[config.mk]
export PLATFORM = sky130hd
export DESIGN_NAME = dual_issue_pair
export DESIGN_NICKNAME = d
export VERILOG_FILES = /design/src/rtl/dual_issue_pair.sv
export SDC_FILE = /design/constraint.sdc
export NUM_CORES = 1
export LEC_CHECK = 0
export CAP_MARGIN = 20
export CORE_MARGIN = 5
export CORE_UTILIZATION = 32
export DETAILED_ROUTE_END_ITERATION = 10
export PLACE_DENSITY = 0.88
export RECOVER_POWER = 25
export REMOVE_ABC_BUFFERS = 1
export SLEW_MARGIN = 20
export SYNTH_ARGS = -nofsm -noshare
export SYNTH_HDL_FRONTEND = slang
export SYNTH_SLANG_ARGS = --single-unit
[constraint.sdc]
create_clock -name clk -period 4.1 [get_ports clk]
set_input_delay 1.025 -clock clk [delete_from_list [all_inputs] [get_ports clk]]
set_output_delay 1.025 -clock clk [all_outputs]
set_load 0.02 [all_outputs]
[src/rtl/dual_issue_pair.sv]
module dual_issue_pair #(
  parameter int IW = 32,
  parameter int RW = 5
) (
  input  logic          clk,
  input  logic          rst_n,
  input  logic          pkt_valid,
  input  logic [2*IW-1:0] pkt,
  output logic          iss_left,
  output logic          iss_right,
  output logic          hold
);
  localparam int CW    = 4;
  localparam int RD_HI = IW - CW - 1;
  localparam int RA_HI = RD_HI - RW;
  localparam int RB_HI = RA_HI - RW;
  localparam int LOW_W = RB_HI - RW + 1;

  localparam logic [CW-1:0] C_IALU = 4'd1;
  localparam logic [CW-1:0] C_ILD  = 4'd2;
  localparam logic [CW-1:0] C_IST  = 4'd3;
  localparam logic [CW-1:0] C_FLD  = 4'd4;
  localparam logic [CW-1:0] C_FST  = 4'd5;
  localparam logic [CW-1:0] C_FOP  = 4'd8;

  logic [IW-1:0] l_ins, r_ins;
  assign l_ins = pkt[IW-1:0];
  assign r_ins = pkt[2*IW-1:IW];

  logic [CW-1:0] l_cls, r_cls;
  logic [RW-1:0] l_rd, l_ra, l_rb, r_ra, r_rb;
  assign l_cls = l_ins[IW-1 -: CW];
  assign l_rd  = l_ins[RD_HI -: RW];
  assign l_ra  = l_ins[RA_HI -: RW];
  assign l_rb  = l_ins[RB_HI -: RW];
  assign r_cls = r_ins[IW-1 -: CW];
  assign r_ra  = r_ins[RA_HI -: RW];
  assign r_rb  = r_ins[RB_HI -: RW];

  logic [LOW_W-1:0] unused_low;
  logic [RW-1:0]    unused_rrd;
  assign unused_low = l_ins[LOW_W-1:0] ^ r_ins[LOW_W-1:0];
  assign unused_rrd = r_ins[RD_HI -: RW];

  // left-slot decode
  logic l_legal, l_ra_int, l_rb_int, l_rb_fp, l_load;
  assign l_legal  = (l_cls == C_IALU) || (l_cls == C_ILD) || (l_cls == C_IST) ||
                    (l_cls == C_FLD)  || (l_cls == C_FST);
  assign l_ra_int = l_legal;
  assign l_rb_int = (l_cls == C_IALU) || (l_cls == C_IST);
  assign l_rb_fp  = (l_cls == C_FST);
  assign l_load   = (l_cls == C_ILD) || (l_cls == C_FLD);

  // one-cycle load tracker and packet remainder state
  logic          pend_v, pend_fp, left_done;
  logic [RW-1:0] pend_rd;

  logic pend_int_hit, pend_fp_left_hit, pend_fp_right_hit;
  assign pend_int_hit      = pend_v && !pend_fp &&
                             ((l_ra_int && l_ra == pend_rd) || (l_rb_int && l_rb == pend_rd));
  assign pend_fp_left_hit  = pend_v && pend_fp && l_rb_fp && (l_rb == pend_rd);
  assign pend_fp_right_hit = pend_v && pend_fp && (r_ra == pend_rd || r_rb == pend_rd);

  logic l_real, l_go, r_real, r_pair_hit;
  assign l_real = rst_n && pkt_valid && !left_done && l_legal;
  assign iss_left = l_real && !(pend_int_hit || pend_fp_left_hit);
  assign l_go   = rst_n && pkt_valid && (left_done || !l_legal || iss_left);

  assign r_real     = rst_n && pkt_valid && (r_cls == C_FOP);
  assign r_pair_hit = iss_left && (l_cls == C_FLD) && (r_ra == l_rd || r_rb == l_rd);
  assign iss_right  = l_go && r_real && !r_pair_hit && !pend_fp_right_hit;

  assign hold = rst_n && pkt_valid && (!l_go || (r_real && !iss_right));

  always_ff @(posedge clk or negedge rst_n) begin
    if (!rst_n) begin
      pend_v    <= 1'b0;
      pend_fp   <= 1'b0;
      pend_rd   <= '0;
      left_done <= 1'b0;
    end else begin
      pend_v    <= iss_left && l_load;
      pend_fp   <= (l_cls == C_FLD);
      pend_rd   <= l_rd;
      left_done <= hold && l_go;
    end
  end

  assert_no_reissue_R5: assert property (@(posedge clk) disable iff (!rst_n)
    (hold && iss_left) |=> !iss_left);

  assert_pair_raw_R5: assert property (@(posedge clk) disable iff (!rst_n)
    (iss_left && l_cls == C_FLD && r_cls == C_FOP && (r_ra == l_rd || r_rb == l_rd))
      |-> (!iss_right && hold));

  assert_fp_load_use_R6: assert property (@(posedge clk) disable iff (!rst_n)
    (iss_left && l_cls == C_FLD)
      |=> !(iss_right && (r_ra == $past(l_rd) || r_rb == $past(l_rd))));

  assert_right_type_R2: assert property (@(posedge clk) disable iff (!rst_n)
    iss_right |-> (r_cls == C_FOP));

  assert_left_type_R2: assert property (@(posedge clk) disable iff (!rst_n)
    iss_left |-> l_legal);

  assert_idle_R8: assert property (@(posedge clk) disable iff (!rst_n)
    !pkt_valid |-> (!iss_left && !iss_right && !hold));
endmodule

==> impl_metrics.yaml <==
setup_path:
  rr_worst_depth: 5
  start_kind: "input pin"
  ff2ff_setup_slack_ps: 2470
  r2r_start: "left_done"
  cp.arrival_ps: 2990
  crit_fanout: 3
  crit_type: "in -> out"
  r2r-end: "left_done"
  cp-end-kind: "output port"
  worst_ep_required_time_ps: 3070
power:
  switching_power_mw: 0.0669
  combPwrFrac_pct: 36.2
  power.static_leakage_nw: 0.485
  power.internal_mw: 0.169
  sw_frac_of_total_pct: 28.3
  ir_drop_mv: 0.156
  p_clk_share_pct: 26.9
  power.density_nw_per_um2: 188
  seqPwrFrac_pct: 36.9
route:
  num_vias: 770
  wl_um: 2320
  detail-route-antenna-nets: 0
  viasPerCell: 4.94
  post_drt_wl_per_cell_um: 14.9
  firstDrtPassIters: 3
  drcViolationCount: 0
  drtIter0Drc: 11
clocking:
  clk_latency_ps: 260
  clkSlewWorstSetupHoldPaths_ps: 60
  cts_tree: "yes"
  clock_sinks: 8
  root_buffer: "clkbuf_4"
  cts.path.max_buffers: 2
  cts-htree-levels: 1
  cts_buffers: 3
global_routing:
  grt_pass1_vias: 860
  grt_max_degree: 9
  grt_pass1_wl_um: 3830
  gr-total-overflow: 0
  antenna_found_initial: 0
  groute.usage.overall_pct: 15.0
logic_synthesis:
  yosysTopAreaCell: "dfrtp_1"
  netlist_area_um2: 738
  synthArstFlopShare_pct: 100
  synth_cells: 75
  synth_common_cells: "xnor2_1, xor2_1, dfrtp_1"
  synth_enable_flop_cells: 0
  yosysWarnings: 0
  synth_seq_cells: 8
  avgSynthCellArea_um2: 9.84
  synth-seq-area-share_pct: 27.1
  synth_top_area_share_pct: 27.1
  synth_ff_type: "dfrtp_1"
  ys_types: 28
  yosys-top-cells-area: "dfrtp_1, xnor2_1, xor2_1"
  yosysMostFrequentCell: "xnor2_1"
finish:
  fin_area_um2: 1260
  n_fill_cell: 221
  finalNetCount: 197
  area_growth_pct: 70.5
  layout-drive-gt1-share_pct: 14.8
  fin_cells: 156
  diodes: 0
placement:
  place_inst: 152
  dp_slack_ps: -184
  dpl_cell_area_um2: 1240
  detailed_place_hpwl_um: 1960
  io_buffers: 38
  gp_congestion: 0.826
floorplanning:
  core_um2: 2210
  fp.dieW_um: 58.0
  die-height_um: 58.0
  placementRows: 17
  dieArea_um2: 3370
  io_pins: 70
  initial_core_util_pct: 33.4
min_path:
  hold_class: "reg -> reg"
  hold_start: "left_done"
  hold_depth: 4
  worstHoldEndpoint: "left_done"
sta:
  hold_violations: 0
  period_needed_ps: 4010
  skew_ps: 7.70
  slew_headroom_pct: 68.7
  worst_pin_slew_ps: 469
  tns_ps: 0
  rsz0062_at_grt: "false"
  fmax_mhz: 249
  finalCritPeriodShare_pct: 97.8
  fin_ws_ps: 88.4
  slew_violations: 0
  setup_violations: 0
flow_run:
  maxCapViolCount: 0
status:
  status: "finished, final reports clean"
==> through the flow <==
| step | util, % | power (mW) | hold slack, ps |
|---|---|---|---|
| 2_1_floorplan | - | 0.119 | 582 |
| 3_3_place_gp | 55.9 | 0.172 | 635 |
| 3_5_place_dp | 55.9 | 0.174 | 670 |
| 4_1_cts | 57.1 | 0.238 | 689 |
| 5_1_grt | 56.9 | 0.248 | 713 |
| 6_report | 56.9 | 0.236 | 685 |
==> power by group through the flow <==
stage / clock network [mW] / registers [mW] / logic [mW]
2_1_floorplan: 0 / 0.0872 / 0.0321
3_3_place_gp: 0 / 0.0880 / 0.0837
3_5_place_dp: 0 / 0.0887 / 0.0858
4_1_cts: 0.0638 / 0.0873 / 0.0869
5_1_grt: 0.0685 / 0.0878 / 0.0922
6_report: 0.0637 / 0.0872 / 0.0855
==> repair_timing <==
item	4_1_cts	5_1_grt
buffers inserted	1	0
resized for setup	3	0
hold buffers	0	0
setup endpoints to repair	3	0
==> kinds of logic (layout without fill, tap and decap cells) <==
group                  after synthesis  count (layout)  synth area share, %
buffers and inverters                1              54                0.508
flip-flops                           8               8                 27.1
AND/OR/NAND/NOR                     26              26                 24.6
AO/OA/AOI/OAI                        9               9                 11.0
XOR/XNOR                            31              31                 36.8
==> metal layers <==
layer  vias to the layer above  wire length (µm)  global-route usage [%]
met2                        28              1180                    26.8
li1                        383                 -                       -
met3                         2               163                    4.90
met5                         -                 0                       0
met4                         0                12                    2.98
met1                       357               962                    17.4
==> worst max-delay path: stages <==
cell	delay, ps
clkdlybuf4s50_1	500
buf_4	190
o31ai_1	390
or2_1	220
nor3b_2	60
a211o_1	280
dlygate4sd2_1	320
==> how the worst max path moves through the flow <==
stage | start | to | slack [ps]
floorplan | pkt[62] | iss_right | 590
global placement | pkt[29] | hold | -130
detailed placement | pkt[29] | hold | -180
CTS | pkt[29] | hold | 100
global route | pkt[29] | hold | 30
finish | pkt[29] | hold | 90
==> layout make-up <==
| class | instances | area [µm²] | area share, % |
|---|---|---|---|
| multi-input cells | 66 | 534 | 42.4 |
| repair buffers | 50 | 463 | 36.8 |
| flip-flops and latches | 8 | 200 | 15.9 |
| well taps | 28 | 35.0 | 2.78 |
| clock buffers | 3 | 22.5 | 1.79 |
| inverters | 1 | 3.75 | 0.298 |
==> cells in the final DEF, fill, tap and decap left out, types with 2 or more instances in the layout <==
cell	Yosys	routed
nand3_1	3	3
nor2_1	2	2
dlygate4sd2_1	0	3
xnor2_1	20	20
nand3b_1	2	2
clkdlybuf4s50_1	0	34
nor4_1	3	3
dfrtp_1	8	8
buf_4	0	11
nand4_1	4	4
clkbuf_4	0	3
xor2_1	11	11
nand2_1	3	3
==> sequential cells by signal, indices dropped and copies added, names as in the netlist <==
| signal | count |
|---|---|
| pend_fp | 1 |
| left_done | 1 |
| pend_v | 1 |
| pend_rd | 5 |
Note: power is estimated with default switching activity, not from simulation.
